`src/rtl/spr_pkg.sv`:
```
package spr_pkg;

    typedef enum logic [2:0] {
        ST_READY,
        ST_BANK_WAIT,
        ST_BANK_ACK,
        ST_IDX_WAIT,
        ST_RESULT,
        ST_SYNC_WAIT,
        ST_SYNC_ACK
    } spr_state_e;

    localparam logic [7:0] CODE_READY     = 8'h08;
    localparam logic [7:0] CODE_BUSY      = 8'h00;
    localparam logic [7:0] CODE_RESULT    = 8'h01;
    localparam logic [7:0] CODE_SYNC_DATA = 8'h09;
    localparam logic [7:0] CODE_SYNC_CMD  = 8'hAC;
    localparam logic [7:0] CODE_CMD_IDLE  = 8'h00;
    localparam logic [7:0] RESYNC_VALUE   = 8'h00;

    localparam logic PORT_DATA = 1'b0;
    localparam logic PORT_CMD  = 1'b1;

endpackage

```
`src/rtl/spr_delay.sv`:
```
module spr_delay #(
    parameter int DELAY = 4
) (
    input  logic clk,
    input  logic rst_n,
    input  logic start,
    output logic done
);
    localparam int CW = (DELAY < 2) ? 1 : $clog2(DELAY + 1);
    localparam logic [CW-1:0] LOAD_VAL = CW'(DELAY - 1);

    logic [CW-1:0] remain;

    // Loaded on the write edge; done goes high once DELAY-1 further edges
    // have passed, so the FSM leaves its wait state DELAY edges after the write.
    always_ff @(posedge clk or negedge rst_n) begin
        if (!rst_n) begin
            remain <= '0;
        end else if (start) begin
            remain <= LOAD_VAL;
        end else if (remain != '0) begin
            remain <= remain - 1'b1;
        end
    end

    assign done = (remain == '0);

endmodule

```
`src/rtl/spr_sensor_array.sv`:
```
module spr_sensor_array #(
    parameter int NUM_BANKS = 8,
    parameter int NUM_INDEX = 16
) (
    input  logic        clk,
    input  logic        rst_n,
    input  logic        load_en,
    input  logic [15:0] load_addr,
    input  logic [7:0]  load_data,
    input  logic [7:0]  rd_bank,
    input  logic [7:0]  rd_index,
    output logic [7:0]  rd_byte
);
    localparam int DEPTH = NUM_BANKS * NUM_INDEX;
    localparam int AW    = (DEPTH < 2) ? 1 : $clog2(DEPTH);
    localparam logic [8:0] BANK_LIM = 9'(NUM_BANKS);
    localparam logic [8:0] IDX_LIM  = 9'(NUM_INDEX);

    logic [7:0] cells [DEPTH];

    logic [7:0]    ld_bank;
    logic [7:0]    ld_index;
    logic          ld_hit;
    logic [AW-1:0] ld_pos;
    logic          rd_hit;
    logic [AW-1:0] rd_pos;

    function automatic logic in_range(input logic [7:0] b, input logic [7:0] i);
        return ({1'b0, b} < BANK_LIM) && ({1'b0, i} < IDX_LIM);
    endfunction

    function automatic logic [AW-1:0] flat_pos(input logic [7:0] b, input logic [7:0] i);
        int lin;
        lin = int'(b) * NUM_INDEX + int'(i);
        return AW'(lin);
    endfunction

    assign ld_bank  = load_addr[15:8];
    assign ld_index = load_addr[7:0];
    assign ld_hit   = load_en && in_range(ld_bank, ld_index);
    assign ld_pos   = flat_pos(ld_bank, ld_index);

    always_ff @(posedge clk or negedge rst_n) begin
        if (!rst_n) begin
            for (int e = 0; e < DEPTH; e++) begin
                cells[e] <= 8'h00;
            end
        end else if (ld_hit) begin
            cells[ld_pos] <= load_data;
        end
    end

    assign rd_hit  = in_range(rd_bank, rd_index);
    assign rd_pos  = flat_pos(rd_bank, rd_index);
    assign rd_byte = rd_hit ? cells[rd_pos] : 8'h00;

endmodule

```
`src/rtl/spr_fsm.sv`:
```
module spr_fsm
    import spr_pkg::*;
(
    input  logic       clk,
    input  logic       rst_n,
    input  logic       port_sel,
    input  logic       wr_en,
    input  logic       rd_en,
    input  logic [7:0] wdata,
    input  logic [7:0] sensor_byte,
    input  logic       delay_done,
    output logic       delay_start,
    output spr_state_e state,
    output logic [7:0] bank,
    output logic [7:0] index,
    output logic [7:0] data_code,
    output logic [7:0] cmd_code
);
    spr_state_e state_q;
    spr_state_e state_d;

    logic data_wr;
    logic cmd_wr;
    logic cmd_rd;
    logic resync;

    assign data_wr = wr_en && (port_sel == PORT_DATA);
    assign cmd_wr  = wr_en && (port_sel == PORT_CMD);
    assign cmd_rd  = rd_en && (port_sel == PORT_CMD);
    assign resync  = data_wr && (wdata == RESYNC_VALUE) && (state_q != ST_READY);

    // Next state and delay start
    always_comb begin
        state_d     = state_q;
        delay_start = 1'b0;
        unique case (state_q)
            ST_READY: begin
                if (data_wr) begin
                    state_d     = ST_BANK_WAIT;
                    delay_start = 1'b1;
                end
            end
            ST_BANK_WAIT: begin
                if (delay_done) state_d = ST_BANK_ACK;
            end
            ST_BANK_ACK: begin
                if (cmd_wr) begin
                    state_d     = ST_IDX_WAIT;
                    delay_start = 1'b1;
                end
            end
            ST_IDX_WAIT: begin
                if (delay_done) state_d = ST_RESULT;
            end
            ST_RESULT: begin
                state_d = ST_RESULT;
            end
            ST_SYNC_WAIT: begin
                if (delay_done) state_d = ST_SYNC_ACK;
            end
            ST_SYNC_ACK: begin
                if (cmd_rd) state_d = ST_READY;
            end
            default: state_d = ST_READY;
        endcase
        if (resync) begin
            state_d     = ST_SYNC_WAIT;
            delay_start = 1'b1;
        end
    end

    // State register
    always_ff @(posedge clk or negedge rst_n) begin
        if (!rst_n) begin
            state_q <= ST_READY;
        end else begin
            state_q <= state_d;
        end
    end

    // Address capture
    always_ff @(posedge clk or negedge rst_n) begin
        if (!rst_n) begin
            bank  <= 8'h00;
            index <= 8'h00;
        end else begin
            if ((state_q == ST_READY) && data_wr) bank <= wdata;
            if ((state_q == ST_BANK_ACK) && cmd_wr && !resync) index <= wdata;
        end
    end

    // Port codes per state
    always_comb begin
        data_code = CODE_BUSY;
        cmd_code  = CODE_CMD_IDLE;
        unique case (state_q)
            ST_READY, ST_BANK_ACK: data_code = CODE_READY;
            ST_BANK_WAIT, ST_IDX_WAIT, ST_SYNC_WAIT: data_code = CODE_BUSY;
            ST_RESULT: begin
                data_code = CODE_RESULT;
                cmd_code  = sensor_byte;
            end
            ST_SYNC_ACK: begin
                data_code = CODE_SYNC_DATA;
                cmd_code  = CODE_SYNC_CMD;
            end
            default: data_code = CODE_BUSY;
        endcase
    end

    assign state = state_q;

endmodule

```
`src/rtl/sensor_port_responder.sv`:
```
module sensor_port_responder
    import spr_pkg::*;
#(
    parameter int ACK_DELAY = 4,
    parameter int NUM_BANKS = 8,
    parameter int NUM_INDEX = 16
) (
    input  logic        clk,
    input  logic        rst_n,
    input  logic        port_sel,
    input  logic        wr_en,
    input  logic        rd_en,
    input  logic [7:0]  wdata,
    output logic [7:0]  rdata,
    input  logic        load_en,
    input  logic [15:0] load_addr,
    input  logic [7:0]  load_data
);
    spr_state_e state;
    logic [7:0] bank;
    logic [7:0] index;
    logic [7:0] data_code;
    logic [7:0] cmd_code;
    logic [7:0] sensor_byte;
    logic       delay_start;
    logic       delay_done;

    spr_fsm u_fsm (
        .clk         (clk),
        .rst_n       (rst_n),
        .port_sel    (port_sel),
        .wr_en       (wr_en),
        .rd_en       (rd_en),
        .wdata       (wdata),
        .sensor_byte (sensor_byte),
        .delay_done  (delay_done),
        .delay_start (delay_start),
        .state       (state),
        .bank        (bank),
        .index       (index),
        .data_code   (data_code),
        .cmd_code    (cmd_code)
    );

    spr_delay #(.DELAY(ACK_DELAY)) u_delay (
        .clk   (clk),
        .rst_n (rst_n),
        .start (delay_start),
        .done  (delay_done)
    );

    spr_sensor_array #(.NUM_BANKS(NUM_BANKS), .NUM_INDEX(NUM_INDEX)) u_array (
        .clk       (clk),
        .rst_n     (rst_n),
        .load_en   (load_en),
        .load_addr (load_addr),
        .load_data (load_data),
        .rd_bank   (bank),
        .rd_index  (index),
        .rd_byte   (sensor_byte)
    );

    always_comb begin
        if (!rd_en) begin
            rdata = 8'h00;
        end else if (port_sel == PORT_CMD) begin
            rdata = cmd_code;
        end else begin
            rdata = data_code;
        end
    end

endmodule

```
`config.mk`:
```
export PLATFORM = sky130hd
export DESIGN_NAME = sensor_port_responder
export DESIGN_NICKNAME = d
export VERILOG_FILES = /design/src/rtl/spr_pkg.sv /design/src/rtl/spr_delay.sv /design/src/rtl/spr_sensor_array.sv /design/src/rtl/spr_fsm.sv /design/src/rtl/sensor_port_responder.sv
export SDC_FILE = /design/constraint.sdc
export NUM_CORES = 1
export LEC_CHECK = 0
export BUFFER_PORTS_ARGS = -buffer_cell sky130_fd_sc_hd__buf_2
export CAP_MARGIN = 20
export CELL_PAD_IN_SITES_DETAIL_PLACEMENT = 0
export CELL_PAD_IN_SITES_GLOBAL_PLACEMENT = 1
export CORE_ASPECT_RATIO = 2
export CORE_MARGIN = 3
export CORE_UTILIZATION = 59
export CTS_CLUSTER_DIAMETER = 60
export CTS_CLUSTER_SIZE = 14
export DETAILED_ROUTE_END_ITERATION = 10
export PLACE_DENSITY_LB_ADDON = 0.1
export SYNTH_ARGS = -nofsm -noshare
export SYNTH_HDL_FRONTEND = slang
export SYNTH_HIERARCHICAL = 1
export SYNTH_SLANG_ARGS = --single-unit
export TNS_END_PERCENT = 10
```
`constraint.sdc`:
```
create_clock -name clk -period 7.7 [get_ports clk]
set_input_delay 0 -clock clk [delete_from_list [all_inputs] [get_ports clk]]
set_output_delay 0 -clock clk [all_outputs]
set_load 0.1 [all_outputs]
```
* Word level (Yosys, flattened, before mapping)
Cells that the tools add are included.
** Storage, ports and cells
- Bits in registers :: 1046
- Latch bits :: 0
- RAM bits :: 0
- Bits in read-only memories :: 0
- Input port bits :: 38
- Output and inout bits :: 8
- Word-level logic and storage cells :: 203
- Memories :: 0
** Operators by class
- $add $sub $neg :: 3
- Multipliers :: 0
- Divide/modulo/power cells :: 0
- $lt $le $gt $ge :: 7
- Equality and inequality tests :: 12
- Shift-type cells :: 0
- Muxes and demuxes :: 25
- Bitwise logic cells :: 3
- Reduce and logical (&&, ||, !) cells :: 21
** Operators with widths (count)
- $bwmux W1024 :: 1
- $bmux W8 S7 :: 1
- $demux W8 S7 :: 1
- $mux W8 :: 6
- $mux W3 :: 9
- $pmux W3 S7 :: 1
- $ge A8 B8 Y1 const B :: 2
- $lt A8 B4 Y1 const B :: 2
- $lt A8 B5 Y1 const B :: 2
- $not A7 Y8 :: 2
- $pmux W8 S2 :: 1
- $add A7 B7 Y7 :: 2
- $logic_and A1 B1 Y1 :: 12
- $pmux W4 S3 :: 1
- $eq A3 B3 Y1 const B :: 3
- $ne A3 B1 Y1 const B :: 3
- $ne A3 B2 Y1 const B :: 3
- $logic_not A8 Y1 :: 1
- $lt A8 B1 Y1 const B :: 1
- $eq A3 B2 Y1 const B :: 2
- $logic_not A3 Y1 :: 2
- $reduce_and A6 Y1 :: 1
- $reduce_bool A3 Y1 :: 2
- $eq A3 B1 Y1 const B :: 1
- other kinds (7) :: 9

* Depth between registers and ports, before layout
Gate-level depths: netlist of run 1.
- Depth after elaboration :: 9
- Mapped depth :: 15
- Depth with buffers taken out :: 13

* Modules after synthesis
The synthesis of run 1 kept the hierarchy.
** Modules (own cells, without submodules)
- spr_sensor_array :: times used 1, cells an instance 3108, area each 47684.5 um^2, seq. area each 25624.6 um^2
- spr_fsm :: times used 1, cells an instance 88, area each 1019.7 um^2, seq. area each 475.5 um^2
- spr_delay :: times used 1, cells an instance 17, area each 181.4 um^2, seq. area each 75.1 um^2
- sensor_port_responder :: times used 1, cells an instance 17, area each 141.4 um^2, seq. area each 0.0 um^2

* Worst setup path before layout of run 1
Ideal clock, no wire load.
- Kind :: register to output
- Start point :: reg u_fsm.index[4]
- End point :: out rdata[2]
- Arrival time :: 3842 ps
- Required time :: 7700 ps
- Slack :: 3858 ps
- Cell stages (with the launch flop) :: 14
- Path buffers :: 4
- Cells stage by stage :: dfrtp_1 ha_1 clkbuf_1 clkbuf_1 clkbuf_1 buf_1 nand2_1 nand4_1 o211ai_1 o311ai_0 nor2_1 nor2_1 mux2i_1 nor2b_1
** On the way
- Longest elaborated chain between the ends :: 9
- Elaborated cells between the ends (all ways) :: 11
- Those cells by class :: add/sub: 1; order compare: 1; mux: 7; bitwise: 1; reduce/logical: 1
** RTL lines
- from (decl) :: line spr_fsm.sv:15 : output logic [7:0] index,
- from (signal assigned) :: line spr_fsm.sv:88 : if ((state_q == ST_BANK_ACK) && cmd_wr && !resync) index <= wdata;
- $add A7 B7 Y7 :: line spr_sensor_array.sv:34 : lin = int'(b) * NUM_INDEX + int'(i);
- $not A7 Y8 (not written as such) :: line spr_sensor_array.sv:55 : assign rd_byte = rd_hit ? cells[rd_pos] : 8'h00;
- $bmux W8 S7 :: line spr_sensor_array.sv:55
- $mux W8 (not written as such) (2 in a row) :: line spr_sensor_array.sv:55
- $mux W8 * :: line spr_sensor_array.sv:55
- net sensor_byte[2] :: line sensor_port_responder.sv:24 : logic [7:0] sensor_byte;
- $pmux W8 S2 * :: line spr_fsm.sv:96 : unique case (state_q)
- net cmd_code[2] :: line sensor_port_responder.sv:23 : logic [7:0] cmd_code;
- $mux W8 * :: line sensor_port_responder.sv:66 : end else if (port_sel == PORT_CMD) begin
- $mux W8 * :: line sensor_port_responder.sv:64 : if (!rd_en) begin
- to (decl) :: line sensor_port_responder.sv:14 : output logic [7:0] rdata,
The timed path passes the listed nets; every way through them passes the cells marked *. The select of a mux whose other input is x is not followed.

* Final worst setup path of run 1
- Start point :: reg u_fsm.index[1]
- End point :: out rdata[3]
Same word-level chain as after synthesis.

==> summary.md, run 1 <==
The logs give 46 for the number of top-level pins and 3 for the H-tree depth. The total wirelength of the detailed-routed design is 129,000 um. The worst setup path is launched from a register. The run gives 74 as the number of distinct standard cells referenced by the synthesized netlist.

Walking the worst path, the cells encountered are buf_12 > mux4_2 > mux4_2 > nor2_1 > nor2_1 > a221oi_1 > o21ai_0 > nor2_1 > nor2_1 > mux2i_1 > nor2b_1 > buf_2. For the number of DRC markers in iteration 0, the log shows 1,761. Synthesis handed over a netlist of 3,230 instances. The longest clock path from root to sink contains 3 buffers.

By area the synthesized netlist is led by dfrtp_1, mux2_2, mux4_2, mux2i_1, clkbuf_1. The worst-case IR drop observed on VDD is 0.206 mV. The die outline width was 210 um. TritonCTS built the clock tree. Global routing finished with a remaining overflow of 0.

At the pin with the least slew margin, the transition time is 1.12 ns. The top cell types in the final layout, fill and taps aside, are dfrtp_1, mux2_2, mux4_2. For this design the static power due to leakage is 0.0253 uW. The initial utilization of the core area, before any placement, comes to 59.9%.

After clock tree synthesis, the clock-pin slew on the worst setup and hold paths is 0.07 ns. Instance area at placement: 0.0500 mm2. The endpoint with the worst hold slack is u_array/cells[878]. For the part of the Yosys area used for sequential elements, the log shows 53.4%. In this run the power density over the cells is 247 mW/mm2. The tools report the number of global-route vias before repair as 30,877. For this run, the top clock speed supported by timing is 0.191 GHz.

The mapped netlist covers 0.0490 mm2. The number of buffers and inverters on the critical path is 2. In this run the worst hold path is classified as in2reg. The first global-routing pass estimated 197,000 um of wire.

The share of synthesized flip-flops with an asynchronous set or reset is 100%, and the worst path arrival time is 5.25 ns. The number of flops mapped to enable cells by yosys was 0; the number of clock sinks was 1,046. The number of clock buffers added by TritonCTS is 84.

The mean routed wirelength per cell was 30.4 um; the endpoint required time on the critical path was 7.70 ns. The number of warnings issued by yosys is 6. The die covers 0.0868 mm2. The tools report the cell chosen for the clock root as clkbuf_16. For the final routed database, the setup TNS stands at 0 ns.

The portion of the clock cycle consumed by the worst path in the final layout was 68.2%; the antenna violation net count after detailed routing was 0. In the routed layout, each cell is associated on average with a via count of 6.63. The initial antenna violation count was 1. The average instance in the mapped netlist occupies 15.2 um2. Among the stages of the critical path, the cell type that occurs most often is nor2_1. Counting I/O delays and the setup requirement, the final critical path takes 5.25 ns.

Of the post-synthesis cell area, the dominant cell type holds 53.4%. The final-report max-slew violation count is 0. Entering global routing, the biggest net connects 199 pins. In this run the worst path has a maximum fanout of 99. In this run the critical register-to-register path is captured at u_fsm/state[2]. The worst setup path is of the reg2out kind.

The worst hold path begins at load_data[6]. Setup violations remaining at the end of the flow were counted as 0. At the later pin of the worst-skew pair, clock insertion delay measures 0.67 ns. For the placed wire-length estimate, the log shows 85,900 um.

In this run the critical register-to-register path is launched from u_delay/remain[0]. The flow ran to the end, and the final reports show no timing, DRC or antenna violations. The weighted congestion at the end of routability-driven global placement is 0.895, and the total track usage is 30.4%.

Max-cap violations in this run came to 0. Among all flip-flop cells after synthesis, the most frequent one is dfrtp_1. With fillers left out, the area of the finished cells amounts to 0.0525 mm2.

Synthesis inferred 1,046 register bits. Setup slack on the worst reg-to-reg path comes out at 5.70 ns. Leaving out fill and tap cells, the most frequent cell in the layout is dfrtp_1. On the critical path, the stage with the largest delay is an instance of dfrtp_4. At the end of the flow, the number of nets in the layout was 3,235. The layout overhead on the synthesized area was 7.07%; the number of core rows was 148.

The routed layout has 28,169 vias. The number of endpoints with negative hold slack in the final report is 0. The kind of cell with the highest combined delay along the critical path is multiplexers.

The biggest area contributor in the post-synthesis netlist is dfrtp_1. Input and output buffers added on the ports amount to 45. Counting cells, the worst reg-to-reg path comes to 7. The delay contributed by the slowest stage of the critical path is 0.93 ns. Along the worst hold path, the cell count comes to 2.

For this run, the detailed router's first-pass iteration total came to 5. Setup repair after global routing left no endpoint under its margin. The post-route netlist has 49.5% of its cells at a drive strength greater than 1.

The core region is 0.0818 mm2. Kind of end point of the critical path: an output pin. The tools report the largest clock skew in the final design as 0.00530 ns.

For the max-slew headroom at the worst pin, the log shows 25.6%. Measured along the y axis, the die boundary spans 414 um. The total DRC errors in the routed layout was 0.
[through the flow]
| step | setup slack, ns | cells | util [%] | total power, uW | hold slack, ns |
|---|---|---|---|---|---|
| 5_1_grt | 2.26 | 4250 | 64.1 | 13500 | 0.0187 |
| 6_report | 2.45 | 4251 | 64.1 | 13000 | 0.0188 |
| 4_1_cts | 2.43 | 4247 | 64.1 | 13100 | 0.00300 |
| 2_1_floorplan | 3.86 | 3235 | - | 8020 | -0.296 |
| 3_5_place_dp | 3.16 | 4133 | 61.1 | 9130 | 0.0756 |
| 3_3_place_gp | 3.18 | 4133 | 61.1 | 9090 | 0.0617 |
[layer usage]
layer / share of wire, % / global-route usage (%) / vias up
li1: - / - / 11851
met1: 36 / 34.7 / 15284
met2: 54 / 54.9 / 740
met3: 3.7 / 4.00 / 294
met4: 6.6 / 17.1 / 0
met5: 0 / 0 / -
[worst reg2reg max path, cell delays in order (launching register included)]
cell           delay (ns)
dfrtp_1              0.37
inv_1                0.07
ha_1                 0.21
and2b_2              0.25
a31o_2               0.25
o21ai_0              0.07
o21ai_0              0.11
dlygate4sd3_1        0.57
[kinds of logic after synthesis]
family	count (synthesis)	synth area share (%)
muxes	1411	37.0
adders and majority gates	6	0.184
buffers and inverters	258	2.38
AOI/OAI and AO/OA	190	2.72
DFF	1046	53.4
and+or+nand+nor	314	4.30
other	1	0.00765
xor gates and xnor gates	4	0.0715
[sequential cells by signal (all words and copies together), names as in the netlist]
| name | cells |
|---|---|
| u_array/cells | 1024 |
| u_delay/remain | 3 |
| u_fsm/bank | 8 |
| u_fsm/index | 8 |
| u_fsm/state | 3 |
[Yosys cell counts, drive strengths merged (2+ instances only)]
master   instances
nor3            11
o211ai           7
nand4           10
nor4             3
nand4b           5
o21ai           31
a2111oi          2
a31oi            2
ha               4
inv             12
clkbuf         161
a21oi           38
nand3           25
clkinv           2
a221oi           8
nand2b           5
dfrtp         1046
o22ai           23
o311ai           2
or3              2
o2111ai          3
and2b            2
a41o             2
mux2          1047
a2bb2oi          2
nor2           131
o221ai          56
nor3b            4
xnor2            3
nand3b           2
nand2           75
a211oi           3
a22oi            6
mux4           210
fa               2
mux2i          154
and2             6
and3             6
buf             83
nor2b           18
[timing repair]
item	CTS	global route
endpoints found under the setup margin	0	0
hold endpoints to repair	278	9
hold buffers	19	1
resized for setup	0	0
buffers inserted	0	0
[worst max-delay path by stage]
stage                         from  endpoint  slack, ns  cells after the start
CTS                 u_fsm/index[1]  rdata[5]       2.43                     11
finish              u_fsm/index[1]  rdata[3]       2.45                     12
global route        u_fsm/index[1]  rdata[3]       2.26                     12
floorplan           u_fsm/index[4]  rdata[2]       3.86                     13
detailed placement  u_fsm/index[1]  rdata[5]       3.16                     11
global placement    u_fsm/index[1]  rdata[5]       3.18                     11
[final cells by class]
class / count / area, um2
diodes: 1 / 2.50
clock buffers: 89 / 2160
clock inverters: 6 / 81.3
fillers: 6018 / 29400
inverters: 14 / 52.6
multi-input cells: 1931 / 21700
flip-flops and latches: 1046 / 26200
well taps: 1050 / 1310
repair buffers: 114 / 981
[report_power, final]
group	leakage (uW)	internal [uW]	total (uW)	switching (uW)
logic	0.00964	1150	3320	2170
clock network	0.00110	2020	3930	1910
registers	0.0146	5550	5720	169
total	0.0253	8720	13000	4250
Power figures use the tool's default switching activity.
==> run 2, diff against run 1 <==
Settings changed: CORE_UTILIZATION 59 to 54.
Clock period 7.7 ns to 5.3 ns, I/O delays scaled along.
==> summary.md, run 2 (synthesized netlist as in run 1, its figures left out) <==
The flow ran to the end, and the final reports show no timing, DRC or antenna violations. The worst setup path is launched from a register. The share of post-route cells with drive strength above 1 is 49.8%, and the layout overhead on the synthesized area is 7.74%. In the final design database the tool counted 3,247 nets. STA puts the critical path data required time at 5.30 ns.

The die covers 0.0947 mm2. Entering global routing, the biggest net connects 173 pins. The antenna violation net count after detailed routing is 0. In the finished design, the share of the clock period the worst path needs comes to 96.5%. Global routing used 29.4% of the available tracks across all layers.

Summing over every cut layer, the via total after detailed routing is 28,306. In the layout the commonest cells are dfrtp_1, mux2_2, mux4_2. The initial antenna violation count came out at 0.

Walking the worst path, the cells encountered are ha_2 > inv_1 > fa_1 > xnor2_1 > and4b_1 > and2_1 > nor3b_1 > a211oi_1 > o21ai_0 > nor2_1 > nor2_1 > mux2i_1 > nor2b_1 > buf_2. The tool flagged a number of max-cap violations equal to 0. The slew at the pin with the worst max-slew slack was 1.07 ns. Start point of the worst hold path: load_data[2]. The effective utilization at floorplan was 54.7%; the instance count along the most critical hold path was 2. The number of hold buffers added after CTS was 17.

The run gives 6660 uW as the power spent charging and discharging nets. The core outline area was 0.0896 mm2; the number of buffers added for setup after CTS was 0. In this run the vertical extent of the chip is 432 um. For this run, the top clock speed supported by timing is 0.196 GHz. The die outline width is 219 um, and the largest clock skew in the final design is 0.0204 ns. Cell with the most instances on the worst path: nor2_1. The tools report the number of detailed-route iterations in the first pass as 5. The cell count of the worst reg-to-reg path is 5, and the count of input and output buffers is 45. The tools report the endpoint of the worst register-to-register path as u_fsm/index[0]. The congestion estimate from routability-driven global placement came to 0.902. The tools report the max-slew headroom at the worst pin as 26.9%. TritonCTS built the clock tree.

The tools report the number of core rows as 155. Cell internal power was estimated by the tool at 12,800 uW. The worst register-to-register path begins at u_fsm/index[0].

In this run, the combinational gates consume 28.0% of the power. The number of endpoints with negative hold slack in the final report came out at 0. Maximum fanout along the worst path: 8. The remaining global-route overflow is 0. STA classifies the critical path endpoint as an output pin. The endpoint with the worst hold slack is u_array/cells[906]. The total DRC errors in the routed layout came out at 0. The cell sitting at the root of the clock tree is a clkbuf_16. For flop-to-flop paths, the worst setup slack is 2.96 ns.

The path class of the tightest hold or removal check is in2reg. During I/O placement, the number of pins put on the boundary was 46. The post-detailed-route via-to-cell ratio is 6.44. The largest registers in the layout are u_array/cells x1024, u_fsm/bank x8, u_fsm/index x8. Setup repair after global routing left no endpoint under its margin.

The tools report the H-tree depth as 3. The final design utilization is 59.0%. The count of buffer and inverter cells on the critical path came out at 2. The post-placement setup slack is 0.908 ns, and the number of DRC markers in iteration 0 is 2,022. The critical path's top delay family was simple AND/OR/NAND/NOR gates. Leaving out fill and tap cells, the most frequent cell in the layout is dfrtp_1. Counting along the longest clock path gives a buffer depth of 3.

In this run the power density over the cells is 368 mW/mm2. The first global-routing pass estimated 204,000 um of wire. On the worst path, the slowest cell contributes a delay of 0.84 ns.

The clock net in this run drives a total of 1,046 sinks. In this run, post-CTS repair resized a total of 0 instances. The mean routed wirelength per cell was 31.0 um. The type of the worst setup path was reg2out. Number of global-route vias before repair: 31,163. The standard cell with the maximum stage delay on the critical path is nor3b_1. The HPWL after detailed placement is 91,800 um.

The clock network latency to the later pin of the worst-skew pair was 0.69 ns. The clock network is responsible for 29.6% of the overall power. The largest register by flop count is u_array/cells.

The total clock buffers created by CTS was 84; the final-report max-slew violation count was 0. Setup violations remaining at the end of the flow were counted as 0. VDD sags by at most 0.385 mV.

Summed over all layers, the routed wires come to 136,000 um. Sequential cells account for 42.5% of the total power. For this design the static power due to leakage is 0.0254 uW. Clock-pin slew was measured on the worst setup and hold paths at 0.07 ns. The flip-flop count of the largest register, all copies and words added was 1,024; the total negative setup slack was 0 ns.

The minimum setup slack in the final design was 0.186 ns. At the worst endpoint, the arrival time is 5.11 ns. Net switching is 34.2% of the power.

After layout, the minimum clock period comes to 5.11 ns.
## run 2: changes by cell type in the layout (fill, tap and decap cells not counted), sizes merged
cell	previous run	this run
diode	1	3
clkinv	2	4
dlygate4sd3	19	16
buf	95	110
clkbuf	89	91
inv	17	15
bufinv	1	0
## run 2: per-layer routing
| metal | GRT usage, % | wire length, um | vias up |
|---|---|---|---|
| met5 | 0 | 0 | - |
| met4 | 17.8 | 9230 | 0 |
| met3 | 3.05 | 4400 | 312 |
| met2 | 53.5 | 74200 | 690 |
| met1 | 32.7 | 48500 | 15426 |
| li1 | - | - | 11878 |
## run 2: worst max path at each step
stage	startpoint	cells after the start	endpoint	slack (ns)
floorplan	u_fsm/index[4]	13	rdata[2]	1.46
global placement	u_fsm/index[4]	14	rdata[5]	0.95
detailed placement	u_fsm/index[4]	14	rdata[5]	0.91
CTS	u_fsm/index[4]	14	rdata[5]	0.16
global route	u_fsm/index[0]	14	rdata[7]	0.06
finish	u_fsm/index[4]	14	rdata[5]	0.19
## run 2: cell type report
| class | count | area (um2) |
|---|---|---|
| Clock inverter | 5 | 55.1 |
| Sequential cell | 1046 | 26200 |
| Inverter | 14 | 52.6 |
| Tap cell | 1177 | 1470 |
| Fill cell | 7022 | 36800 |
| Clock buffer | 91 | 2190 |
| Timing Repair Buffer | 126 | 1140 |
| Multi-Input combinational cell | 1931 | 21700 |
| Antenna cell | 3 | 7.51 |
## run 2: power by group through the flow
stage	Clock [uW]	Combinational, uW	Sequential [uW]
3_3_place_gp	0	5350	8410
2_1_floorplan	0	3390	8260
6_report	5750	5440	8260
4_1_cts	5900	5430	8260
3_5_place_dp	0	5400	8410
5_1_grt	6170	5670	8270
## run 2: stage by stage
stage               std cells  power [uW]  area [um2]  hold slack, ns
floorplan                3235       11700       49000          -0.296
CTS                      4390       19600       52800          0.0147
global placement         4277       13800       50400          0.0683
detailed placement       4277       13800       50400          0.0737
finish                   4393       19400       52800         0.00497
global route             4390       20100       52800          0.0347
## run 2: worst register-to-register path, delay by kind of cell (launching register included)
kind,cells,cell delay (ns)
multiplexers,1,0.36
buffers and inverters,4,1.13
flip-flops,1,0.72
